File: config.mk
export PLATFORM = sky130hd
export DESIGN_NAME = mck_divider
export DESIGN_NICKNAME = d
export VERILOG_FILES = /design/src/rtl/mcd_pkg.sv /design/src/rtl/mcd_cfg_reg.sv /design/src/rtl/mcd_prescaler.sv /design/src/rtl/mcd_postdiv.sv /design/src/rtl/mcd_ready.sv /design/src/rtl/mck_divider.sv
export SDC_FILE = /design/constraint.sdc
export NUM_CORES = 1
export LEC_CHECK = 0
export BUFFER_PORTS_ARGS = -buffer_cell sky130_fd_sc_hd__clkbuf_2
export CORE_UTILIZATION = 52
export DETAILED_ROUTE_END_ITERATION = 12
export PLACE_DENSITY = 0.83
export SLEW_MARGIN = 20
export SYNTH_ARGS = -nofsm -noshare
export SYNTH_HDL_FRONTEND = slang
export SYNTH_SLANG_ARGS = --single-unit
export TNS_END_PERCENT = 100
File: constraint.sdc
create_clock -name clk -period 3.3 [get_ports clk]
set_input_delay 0.495 -clock clk [delete_from_list [all_inputs] [get_ports clk]]
set_output_delay 0.495 -clock clk [all_outputs]
set_load 0.05 [all_outputs]
File: src/rtl/mcd_pkg.sv
package mcd_pkg;
  localparam int SEL_W    = 2;
  localparam int PRES_W   = 3;
  localparam int DSEL_W   = 2;
  localparam int DSEL_LSB = 8;
  localparam int RATIO_W  = 8;
  localparam int TAB_W    = 4;

  // Prescaler ratio for a code; code 7 is the special case.
  function automatic logic [RATIO_W-1:0] pres_ratio(input logic [PRES_W-1:0] code,
                                                    input bit div3);
    if (code == 3'd7) return div3 ? RATIO_W'(3) : RATIO_W'(128);
    return RATIO_W'(1) << code;
  endfunction

  // Writable bits: source select, prescaler at its position, divider field.
  function automatic logic [31:0] wr_mask(input int pres_lsb);
    return 32'h3 | (32'h7 << pres_lsb) | (32'h3 << DSEL_LSB);
  endfunction

  // Divisor table lookup; a zero entry is treated as 1.
  function automatic logic [TAB_W-1:0] tab_entry(input logic [4*TAB_W-1:0] tab,
                                                 input logic [DSEL_W-1:0] idx);
    logic [TAB_W-1:0] e;
    e = tab[idx*TAB_W +: TAB_W];
    return (e == '0) ? TAB_W'(1) : e;
  endfunction
endpackage

File: src/rtl/mcd_cfg_reg.sv
module mcd_cfg_reg
  import mcd_pkg::*;
#(
  parameter int REG_W    = 16,
  parameter int PRES_LSB = 2
) (
  input  logic              clk,
  input  logic              rst_n,
  input  logic              wr_en,
  input  logic [REG_W-1:0]  wr_data,
  output logic [REG_W-1:0]  cfg_q,
  output logic [SEL_W-1:0]  sel,
  output logic [PRES_W-1:0] pres,
  output logic [DSEL_W-1:0] dsel,
  output logic              cfg_change
);
  localparam logic [REG_W-1:0] MASK = REG_W'(wr_mask(PRES_LSB));

  logic [REG_W-1:0] wr_masked;

  assign wr_masked  = wr_data & MASK;
  assign cfg_change = wr_en && (wr_masked != cfg_q);

  always_ff @(posedge clk or negedge rst_n) begin
    if (!rst_n)          cfg_q <= '0;
    else if (cfg_change) cfg_q <= wr_masked;
  end

  assign sel  = cfg_q[SEL_W-1:0];
  assign pres = cfg_q[PRES_LSB +: PRES_W];
  assign dsel = cfg_q[DSEL_LSB +: DSEL_W];

  p_no_stray_bits_r7: assert property (@(posedge clk) disable iff (!rst_n)
    (cfg_q & ~MASK) == '0);
  p_hold_without_write_r7: assert property (@(posedge clk) disable iff (!rst_n)
    !wr_en |=> $stable(cfg_q));
endmodule

File: src/rtl/mcd_prescaler.sv
module mcd_prescaler
  import mcd_pkg::*;
#(
  parameter int NSRC    = 4,
  parameter bit DIV3_EN = 1'b1
) (
  input  logic              clk,
  input  logic              rst_n,
  input  logic              clear,
  input  logic [NSRC-1:0]   src_tick,
  input  logic [SEL_W-1:0]  sel,
  input  logic [PRES_W-1:0] pres,
  output logic              src_hit,
  output logic              pre_done
);
  localparam int CNT_W = RATIO_W - 1;

  logic [(1<<SEL_W)-1:0] src_pad;
  logic [RATIO_W-1:0]    ratio;
  logic [CNT_W-1:0]      pre_cnt;
  logic                  at_last;

  assign src_pad  = (1 << SEL_W)'(src_tick);
  assign ratio    = pres_ratio(pres, DIV3_EN);
  assign src_hit  = src_pad[sel] && !clear;
  assign at_last  = ({1'b0, pre_cnt} == ratio - RATIO_W'(1));
  assign pre_done = src_hit && at_last;

  always_ff @(posedge clk or negedge rst_n) begin
    if (!rst_n)        pre_cnt <= '0;
    else if (clear)    pre_cnt <= '0;
    else if (pre_done) pre_cnt <= '0;
    else if (src_hit)  pre_cnt <= pre_cnt + CNT_W'(1);
  end

  p_pre_in_range_r3: assert property (@(posedge clk) disable iff (!rst_n)
    {1'b0, pre_cnt} < ratio);
  p_clear_zeroes_r8: assert property (@(posedge clk) disable iff (!rst_n)
    clear |=> pre_cnt == '0);
endmodule

File: src/rtl/mcd_postdiv.sv
module mcd_postdiv
  import mcd_pkg::*;
#(
  parameter logic [4*TAB_W-1:0] DIV_TABLE = 16'h3421
) (
  input  logic              clk,
  input  logic              rst_n,
  input  logic              clear,
  input  logic              pre_done,
  input  logic [DSEL_W-1:0] dsel,
  output logic              out_pulse
);
  logic [TAB_W-1:0] dval;
  logic [TAB_W-1:0] div_cnt;

  assign dval      = tab_entry(DIV_TABLE, dsel);
  assign out_pulse = pre_done && (div_cnt == dval - TAB_W'(1));

  always_ff @(posedge clk or negedge rst_n) begin
    if (!rst_n)         div_cnt <= '0;
    else if (clear)     div_cnt <= '0;
    else if (out_pulse) div_cnt <= '0;
    else if (pre_done)  div_cnt <= div_cnt + TAB_W'(1);
  end

  p_post_in_range_r5: assert property (@(posedge clk) disable iff (!rst_n)
    div_cnt < dval);
  p_post_needs_pre_r5: assert property (@(posedge clk) disable iff (!rst_n)
    !pre_done && !clear |=> $stable(div_cnt));
endmodule

File: src/rtl/mcd_ready.sv
module mcd_ready (
  input  logic clk,
  input  logic rst_n,
  input  logic clear,
  input  logic out_pulse,
  output logic ready
);
  logic seen_one;

  always_ff @(posedge clk or negedge rst_n) begin
    if (!rst_n) begin
      ready    <= 1'b0;
      seen_one <= 1'b0;
    end else if (clear) begin
      ready    <= 1'b0;
      seen_one <= 1'b0;
    end else if (out_pulse && !ready) begin
      if (seen_one) ready <= 1'b1;
      seen_one <= ~seen_one;
    end
  end

  p_ready_drop_r8: assert property (@(posedge clk) disable iff (!rst_n)
    clear |=> !ready);
  p_ready_keep_r10: assert property (@(posedge clk) disable iff (!rst_n)
    ready && !clear |=> ready);
endmodule

File: src/rtl/mck_divider.sv
module mck_divider
  import mcd_pkg::*;
#(
  parameter int                 NSRC      = 4,
  parameter int                 REG_W     = 16,
  parameter int                 PRES_LSB  = 2,
  parameter bit                 DIV3_EN   = 1'b1,
  parameter logic [4*TAB_W-1:0] DIV_TABLE = 16'h3421
) (
  input  logic             clk,
  input  logic             rst_n,
  input  logic [NSRC-1:0]  src_tick,
  input  logic             wr_en,
  input  logic [REG_W-1:0] wr_data,
  output logic [REG_W-1:0] rd_data,
  output logic             mck_tick,
  output logic             ready
);
  logic [REG_W-1:0]  cfg_q;
  logic [SEL_W-1:0]  sel;
  logic [PRES_W-1:0] pres;
  logic [DSEL_W-1:0] dsel;
  logic              cfg_change;
  logic              src_hit;
  logic              pre_done;
  logic              out_pulse;

  mcd_cfg_reg #(.REG_W(REG_W), .PRES_LSB(PRES_LSB)) u_cfg (
    .clk(clk), .rst_n(rst_n), .wr_en(wr_en), .wr_data(wr_data),
    .cfg_q(cfg_q), .sel(sel), .pres(pres), .dsel(dsel),
    .cfg_change(cfg_change));

  mcd_prescaler #(.NSRC(NSRC), .DIV3_EN(DIV3_EN)) u_pre (
    .clk(clk), .rst_n(rst_n), .clear(cfg_change), .src_tick(src_tick),
    .sel(sel), .pres(pres), .src_hit(src_hit), .pre_done(pre_done));

  mcd_postdiv #(.DIV_TABLE(DIV_TABLE)) u_post (
    .clk(clk), .rst_n(rst_n), .clear(cfg_change), .pre_done(pre_done),
    .dsel(dsel), .out_pulse(out_pulse));

  mcd_ready u_rdy (
    .clk(clk), .rst_n(rst_n), .clear(cfg_change), .out_pulse(out_pulse),
    .ready(ready));

  always_ff @(posedge clk or negedge rst_n) begin
    if (!rst_n) mck_tick <= 1'b0;
    else        mck_tick <= out_pulse;
  end

  assign rd_data = cfg_q;

  p_tick_after_src_r11: assert property (@(posedge clk) disable iff (!rst_n)
    mck_tick |-> $past(src_hit));
  p_ready_rise_with_tick_r9: assert property (@(posedge clk) disable iff (!rst_n)
    $rose(ready) |-> mck_tick);
  p_no_tick_after_change_r8: assert property (@(posedge clk) disable iff (!rst_n)
    cfg_change |=> !mck_tick);
endmodule

# [Word level (Yosys, flattened, before mapping)]
# Index checks and enable logic that the tools add are counted.
[word_totals] in_bits=23 regBits=21
[classes] n_reduce_logical=13 add_sub_neg=4 muxes=17 bitwise_logic=1 n_eq_ne=4 n_lt_le_gt_ge=1 n_shift=2
[ops] op="7-bit two-way mux" n=3
[ops] op="4-bit two-way mux" n=4
[ops] op="8-bit two-way mux" n=2
[ops] op="16-bit by 5-bit indexed part select with 4-bit output (first input constant)" n=1
[ops] op="7-bit by 8-bit equality test with 1-bit output" n=1
[ops] op="1-bit by 3-bit << shifter with 8-bit output (first input constant)" n=1
[ops] op="8-bit by 1-bit subtractor with 8-bit output (second input constant)" n=1
[ops] op="7-bit by 1-bit adder with 7-bit output (second input constant)" n=1
[ops] op="1-bit two-way mux" n=7
[ops] op="7-bit inequality test" n=1
[ops] op="3-bit nonzero test" n=2
[ops] op="1-bit logical AND" n=5
[ops] op="4-bit by 1-bit adder with 4-bit output (second input constant)" n=1
[ops] op="4-bit equality test" n=1
[ops] op="4-bit zero test" n=1
[ops] op="2-bit nonzero test" n=2
[ops] op="4-bit by 1-bit subtractor with 4-bit output (second input constant)" n=1
[ops] op="3-bit equality test (second input constant)" n=1
[ops] op="2-bit by 3-bit < comparator with 1-bit output (second input constant)" n=1
[ops] op="1-bit binary-select mux with 2-bit select" n=1
[ops] op="1-bit zero test" n=2
[ops] op="2-bit AND reduction" n=1
[ops] op="1-bit inverter" n=1

# [Logic depth before layout (Yosys ltp)]
# Gate-level depths: netlist (run 1).
[depth] ltp_word=10 depth_mapped=12 mapped_depth_nobuf=9

# [By module]
# A second synthesis (run 1) with hierarchy kept.
[unflattened] cells_unflattened=176 hier_area_um2=1640.3
[by_module_without_submodules] mod="mcd_prescaler" seq_area_each_um2=175.2 n_inst=1 area_each_um2=763.2 cells_each=97
[by_module_without_submodules] mod="mcd_cfg_reg" seq_area_each_um2=175.2 n_inst=1 area_each_um2=464.2 cells_each=41
[by_module_without_submodules] mod="mcd_postdiv" seq_area_each_um2=100.1 n_inst=1 area_each_um2=295.3 cells_each=29
[by_module_without_submodules] mod="mcd_ready" seq_area_each_um2=50.0 n_inst=1 area_each_um2=92.6 cells_each=8
[by_module_without_submodules] mod="mck_divider" seq_area_each_um2=25.0 n_inst=1 area_each_um2=25.0 cells_each=1

# [Worst setup path after synthesis (run 1)]
# No wires, ideal clock.
[synth_path] kind="reg2reg" startpoint="register u_cfg.cfg_q[3]" endpoint="register u_post.div_cnt[3]" slack_ps=12 n_path_buf=2 required_time_ps=3222 arrival_ps=3210 stages_incl_launch_ff=12 path_cell_list="dfrtp_1 > clkbuf_1 > buf_2 > and2_0 > o21ai_0 > ha_1 > xnor2_1 > or4_4 > a31oi_4 > o311ai_4 > or4_1 > a21oi_1"
[synth_between] elab_chain_len=9 word_cells_on_any_way=15
[synth_rtl] item="from (decl)" line="mcd_cfg_reg.sv:11" rtl="output logic [REG_W-1:0] cfg_q,"
[synth_rtl] item="from (signal assigned)" line="mcd_cfg_reg.sv:26" rtl="else if (cfg_change) cfg_q <= wr_masked;"
[synth_rtl] item="3-bit equality test" line="mcd_pkg.sv:12" rtl="if (code == 3'd7) return div3 ? RATIO_W'(3) : RATIO_W'(128);"
[synth_rtl] item="1-bit two-way mux" line="mcd_pkg.sv:12"
[synth_rtl] item="8-bit two-way mux" line="mcd_pkg.sv:13" rtl="return RATIO_W'(1) << code;"
[synth_rtl] item="8-bit by 1-bit subtractor with 8-bit output" line="mcd_prescaler.sv:26" rtl="assign at_last = ({1'b0, pre_cnt} == ratio - RATIO_W'(1));"
[synth_rtl] item="7-bit by 8-bit equality test with 1-bit output" line="mcd_prescaler.sv:26"
[synth_rtl] item="1-bit logical AND" line="mcd_prescaler.sv:27" rtl="assign pre_done = src_hit && at_last;"
[synth_rtl] item="1-bit logical AND" line="mcd_postdiv.sv:17" rtl="assign out_pulse = pre_done && (div_cnt == dval - TAB_W'(1));"
[synth_rtl] item="4-bit two-way mux" line="mcd_postdiv.sv:22" rtl="else if (out_pulse) div_cnt <= '0;"
[synth_rtl] item="4-bit two-way mux" line="mcd_postdiv.sv:21" rtl="else if (clear) div_cnt <= '0;"
[synth_rtl] item="to (signal assigned)" line="mcd_postdiv.sv:23" rtl="else if (pre_done) div_cnt <= div_cnt + TAB_W'(1);"
[synth_rtl] item="to (decl)" line="mcd_postdiv.sv:14" rtl="logic [TAB_W-1:0] div_cnt;"
# Several ways; a longest one is shown, not always the timed one.
# A chain may end at the register's enable or synchronous reset.

# [Final worst setup path (run 1)]
[layout_path] startpoint="register u_cfg.cfg_q[4]" endpoint="register u_post.div_cnt[3]"
# The elaborated chain is that of the path after synthesis.

==> summary.txt, run 1 <==
Run status
  • Status: finished, final reports clean

Floorplanning
  • Core area: about 2800 um2
  • Row cnt: 19
  • # IOs: between 40 and 50
  • Die Wd: around 57 um
  • Die Y: 56.6 um
  • Initial Util: between 50% and 60%
  • Full die area: roughly 3200 um2

Yosys
  • Post-Syn Area: 1550 um2
  • EDFF count, synth: 0
  • Post-Syn Instances: 170
  • Yosys cell types: 50
  • Synth Warn #: 0
  • Top FF cell, synth: dfrtp_1
  • FFs w/ async S/R, synth: 100%
  • Synth Area per Inst: about 9.1 um2
  • #FFs+latches synth: 21
  • Register area share after synthesis: about a third

Cells and area
  • Fin cells: between 200 and 250
  • Fin nets: between 200 and 250
  • Finished Core Util: approximately three fifths
  • ANT cells: 0
  • Area growth, synth to finish: 8.08%
  • Commonest non-fill, non-tap cells in the layout: clkbuf_2 (22), dfrtp_1 (20), nand2_1 (19)
  • Most common cell after layout, fill and taps aside: clkbuf_2
  • Proportion of layout cells with a drive suffix above 1: just over 20%

Placement
  • Placed cell count: between 200 and 250
  • Post-DP HPWL: ~2400 um
  • Port Buffers: 22
  • Placer Congestion: around 0.79
  • Dpl ws: approximately 0.14 ns

STA
  • RSZ-0062 raised after global routing: false
  • Max Clock Skew: roughly 0.005 ns
  • Setup TNS: 0 ns
  • Max-slew violation count: 0
  • Tcrit/Tclk final: ~90%
  • WHS: roughly 0.15 ns
  • Setup ws final: ~0.25 ns
  • Final setup violation count: 0
  • Final hold vios: 0
  • Relative slew slack: 61.2%
  • Minimum clock period: 3.05 ns
  • FMAX: ~0.33 GHz
  • Slew @ Worst Pin: just under 0.6 ns

Worst setup path
  • Max stage delay on crit path: between 0.5 and 0.6 ns
  • Setup crit end kind: flip-flop
  • Crit path launch type: flip-flop
  • CP Class: flip-flop to flip-flop
  • Arrival time worst endpoint: ~3.3 ns
  • Slowest CP cell: or4_1
  • Worst-path fanout max: 14
  • Critical-path cell list: nor2_1 -> o21ai_0 -> ha_2 -> xnor2_1 -> or4_4 -> a31oi_4 -> o311ai_4 -> or4_1 -> a21oi_1
  • Worst EP required: about 3.5 ns

Detailed routing
  • # DRC: 0
  • Drt initial violations: 33
  • First-pass iteration count of the detailed router: 4
  • Total Wirelength: 3130 um
  • WL/cell: 14.3 um
  • Vias: roughly 1300
  • DR vias/cell: between 5 and 6
  • ANT nets after route: 0

Power
  • PD cells: around 380 nW/um2
  • Worst vdd ir: approximately 0.33 mV
  • Leak: 0.750 nW

Global routing
  • GRT Total Usage: 21.7%
  • Vias in the first global route: about 1300
  • Largest net degree at the start of global routing: 22
  • Initial antenna violation count: 0
  • GR Overflow Total: 0
  • First-pass GRT wire length: between 5000 and 6000 um

Hold path
  • Hold Crit Class: input port to async pin

Clocking
  • CTS H-tree depth: 1
  • Max clock buf depth: 2
  • Clock tree sinks: 21
  • Hold buffer count at CTS: 0
  • Clk_lat worst skew: about 0.31 ns
  • CTS Buf Count: 3
  • Setup bufs post-CTS: 0
  • CTS tree: done
  • CTS clk-pin slew, worst paths: roughly 0.12 ns
  • Root buf cell: clkbuf_4

Run
  • Max_cap viols: 0
==> per-layer routing <==
layer	part of all wire, %	wire [um]	GRT usage, %
met5	0	0	0
met4	1.5	46	6.97
met3	2.8	88	3.23
met2	52	1630	38.2
met1	43	1360	27.1
==> cell type report <==
type                    count  area, um2
fillers                   240       1110
multi-input cells         133        931
flip-flops and latches     21        527
repair buffers             25        133
well taps                  31       38.8
clock buffers               4       26.3
inverters                   5       18.8
==> cell families after synthesis <==
group	Yosys count	share of synthesized area [%]
simple gates	64	21.9
compound gates	29	14.9
xor+xnor	17	9.61
buf+inv	24	8.08
other cells	1	0.242
fa+ha+maj	7	5.65
mux	7	5.73
flops	21	33.9
==> flip-flops by register name, summed over array words and instances, names as in the netlist <==
register / flops
u_rdy.seen_one: 1
u_cfg.cfg_q: 7
mck_tick: 1
u_post.div_cnt: 4
u_pre.pre_cnt: 7
u_rdy.ready: 1
==> metrics by stage <==
step           area, um2  power, mW
2_1_floorplan       1580      0.471
3_3_place_gp        1640      0.505
3_5_place_dp        1640      0.516
4_1_cts             1670      0.642
5_1_grt             1670      0.679
6_report            1670      0.640
==> power breakdown <==
part           total, mW  leakage [nW]  internal [mW]  switching [mW]
registers          0.297         0.276          0.270          0.0271
clock network      0.127        0.0150         0.0472          0.0802
logic              0.216         0.459         0.0758           0.140
total              0.640         0.750          0.393           0.247
==> Yosys cell counts, types with 3 or more instances <==
cell type	count	area, um2
xor2_1	11	96.3
nand4_1	4	25.0
dfrtp_1	21	526
nand3_1	7	35.0
nor2_1	8	30.0
nor3_1	7	35.0
nand2b_1	3	18.8
clkbuf_1	8	30.0
nand2_1	19	71.3
buf_4	9	67.6
o21ai_0	4	20.0
inv_1	5	18.8
ha_1	7	87.6
mux2_2	4	45.0
o21ai_1	3	15.0
xnor2_1	6	52.6
a21oi_1	7	35.0
==> path summary, 6_finish.rpt <==
check / slack (ns) / from / endpoint / cells after the start
max: 0.25 / u_cfg.cfg_q[4] / u_post.div_cnt[3] / 9
min: 0.15 / rst_n / u_pre.pre_cnt[2] / 1
max reg2reg: 0.25 / u_cfg.cfg_q[4] / u_post.div_cnt[3] / 9
min reg2reg: 0.56 / u_rdy.ready / u_rdy.ready / 1
max in group asynchronous: 2.74 / rst_n / u_cfg.cfg_q[4] / 1
min in group clk: 0.42 / wr_data[9] / u_cfg.cfg_q[9] / 3
==> critical path, delay by kind of cell, from the launching register on <==
family | cells | cell delay [ns]
AND/OR/NAND/NOR | 3 | 1.28
AO/OA/AOI/OAI | 4 | 0.77
flip-flops | 1 | 0.51
adder cells (fa/ha/maj) | 1 | 0.25
XOR/XNOR | 1 | 0.17
==> timing repair <==
| item | 4_1_cts | 5_1_grt |
|---|---|---|
| resized for setup | 0 | 2 |
| endpoints found under the hold margin | 0 | 0 |
| setup endpoints to repair | 0 | 3 |
No activity file was read; power rests on OpenSTA's default activity.
==> run 2, diff against run 1 <==
- CTS_CLUSTER_DIAMETER: unset -> 40
- clock period: 3.3 -> 2.81 ns (I/O delays scaled with it)
==> summary.txt, run 2 (synthesized netlist as in run 1, its figures left out) <==
STA
  • Tcrit/Tclk final: 96.1% (+3.8 points)
  • Setup TNS: 0 ns (unchanged)
  • WHS: 0.0758 ns (-0.0722 ns)
  • RSZ-0062 raised after global routing: false
  • Final hold vios: 0 (unchanged)
  • Minimum clock period: 2.70 ns (-0.346 ns)
  • FMAX: 0.370 GHz (+13%)
  • Max Clock Skew: 0.00653 ns (+0.00143 ns)
  • Relative slew slack: 65.5% (+4.2 points)
  • Final setup violation count: 0 (unchanged)
  • Slew @ Worst Pin: 0.518 ns (-0.0617 ns)
  • Max-slew violation count: 0 (unchanged)

Clocking
  • Clk_lat worst skew: 0.30 ns (about the same)
  • Max clock buf depth: 2 (unchanged)
  • CTS clk-pin slew, worst paths: 0.12 ns (about the same)
  • CTS H-tree depth: 1 (unchanged)
  • Root buf cell: clkbuf_4
  • CTS Buf Count: 3 (unchanged)
  • CTS tree: done
  • Clock tree sinks: 21 (unchanged)

Cells and area
  • Fin nets: 224 (+2.3%)
  • ANT cells: 0 (unchanged)
  • Top Registers: u_cfg.cfg_q x7, u_pre.pre_cnt x7, u_post.div_cnt x4
  • Most common cell after layout, fill and taps aside: clkbuf_2
  • Fin cells: 224 (+2.3%)
  • Proportion of layout cells with a drive suffix above 1: 25.4% (+4.6 points)
  • Design area: 1730 um2 (+3.1%)
  • Commonest non-fill, non-tap cells in the layout: clkbuf_2 (22), nand2_1 (19), dfrtp_1 (18)
  • Area growth, synth to finish: 11.4%

Worst setup path
  • CP delay by family, top: simple AND/OR/NAND/NOR gates
  • CP Class: flip-flop to flip-flop
  • Worst EP required: 3.03 ns (-0.51 ns)
  • Crit path launch type: flip-flop
  • Crit path buf inv count: 0 (unchanged)
  • Critical-path cell list: nor3_1 -> nor2_1 -> ha_2 -> xnor2_2 -> or4_4 -> a31oi_4 -> o311ai_4 -> or4b_1 -> a21oi_1
  • Arrival time worst endpoint: 2.92 ns (-0.37 ns)
  • Max stage delay on crit path: 0.56 ns (about the same)
  • Worst-path fanout max: 12 (-2)
  • Slowest CP cell: or4b_1
  • Setup crit end kind: flip-flop

Placement
  • Placer Congestion: 0.840 (+6.2%)
  • Post-DP HPWL: 2410 um (+0.67%)
  • Port Buffers: 22 (unchanged)
  • Placed cell count: 218 (+1.4%)
  • Area post-placement: 1680 um2 (+2.2%)

Global routing
  • Initial antenna violation count: 0 (unchanged)
  • GRT Total Usage: 20.7% (-1.0 points)
  • First-pass GRT wire length: 5240 um (-4.4%)
  • Largest net degree at the start of global routing: 22 (unchanged)
  • Vias in the first global route: 1221 (-4.2%)
  • GR Overflow Total: 0 (unchanged)

Floorplanning
  • # IOs: 41 (unchanged)
  • Core area: 2780 um2 (unchanged)
  • Row cnt: 19 (unchanged)
  • Die Y: 56.6 um (unchanged)
  • Die Wd: 56.6 um (unchanged)
  • Initial Util: 55.7% (unchanged)
  • Full die area: 3200 um2 (unchanged)

Detailed routing
  • Wl on met1: 1320 um (-3.0%)
  • Vias: 1261 (-3.1%)
  • First-pass iteration count of the detailed router: 4 (unchanged)
  • ANT nets after route: 0 (unchanged)
  • WL/cell: 13.3 um (-6.6%)
  • Met3 WL: 74 um (-16%)
  • DR vias/cell: 5.63 (-5.2%)
  • # DRC: 0 (unchanged)
  • Met2 WL post-DR: 1580 um (-3.6%)
  • Drt initial violations: 58 (+76%)
  • Top sig layer: met4
  • Total Wirelength: 2990 um (-4.5%)

Run
  • Max_cap viols: 0 (unchanged)

Run status
  • Status: finished, final reports clean

Hold path
  • Hold Crit Class: input port to async pin

Power
  • PD cells: 439 nW/um2 (+15%)
  • Leak: 0.782 nW (+4.1%)
  • Power, Total: 0.758 mW (+18%)
  • Worst vdd ir: 0.376 mV (+15%)
run 2: final timing paths:
check                                     from                 to  slack, ns  depth (start not counted)
worst min-delay path                     rst_n   u_pre.pre_cnt[5]       0.08                          1
worst max-delay path            u_cfg.cfg_q[3]  u_post.div_cnt[2]       0.11                          9
min in group clk                    wr_data[9]     u_cfg.cfg_q[9]       0.35                          3
max in group asynchronous                rst_n     u_cfg.cfg_q[4]       2.37                          1
worst max register to register  u_cfg.cfg_q[3]  u_post.div_cnt[2]       0.11                          9
worst min register to register     u_rdy.ready        u_rdy.ready       0.56                          1
run 2: per-stage QoR:
| stage | utilization, % | setup slack (ns) |
|---|---|---|
| 5_1_grt | 62.0 | 0.00777 |
| 6_report | 62.0 | 0.110 |
| 3_3_place_gp | 60.4 | 0.163 |
| 2_1_floorplan | - | -0.0558 |
| 4_1_cts | 61.4 | 0.0571 |
| 3_5_place_dp | 60.4 | 0.0851 |
run 2: final cells by class:
cell class,instances,area [um2]
repair buffers,30,170
flip-flops and latches,21,529
clock buffers,3,22.5
well taps,31,38.8
fillers,244,1060
clock inverters,1,5.00
inverters,5,18.8
multi-input cells,133,941
run 2: what timing repair did:
action,CTS,global route
gates resized for setup,0,1
setup endpoints to repair,0,1
setup buffers,0,2
hold buffers,0,0
run 2: power breakdown:
part,switching (mW),internal [mW],leakage [nW],total (mW)
logic,0.169,0.101,0.490,0.270
clock network,0.0885,0.0529,0.0177,0.141
registers,0.0284,0.317,0.274,0.346
run 2: routing by layer:
layer  GRT usage (%)  up-vias
li1                -      627
met1            26.0      614
met2            37.3       18
met3            2.53        2
met4            5.23        0
met5               0        -
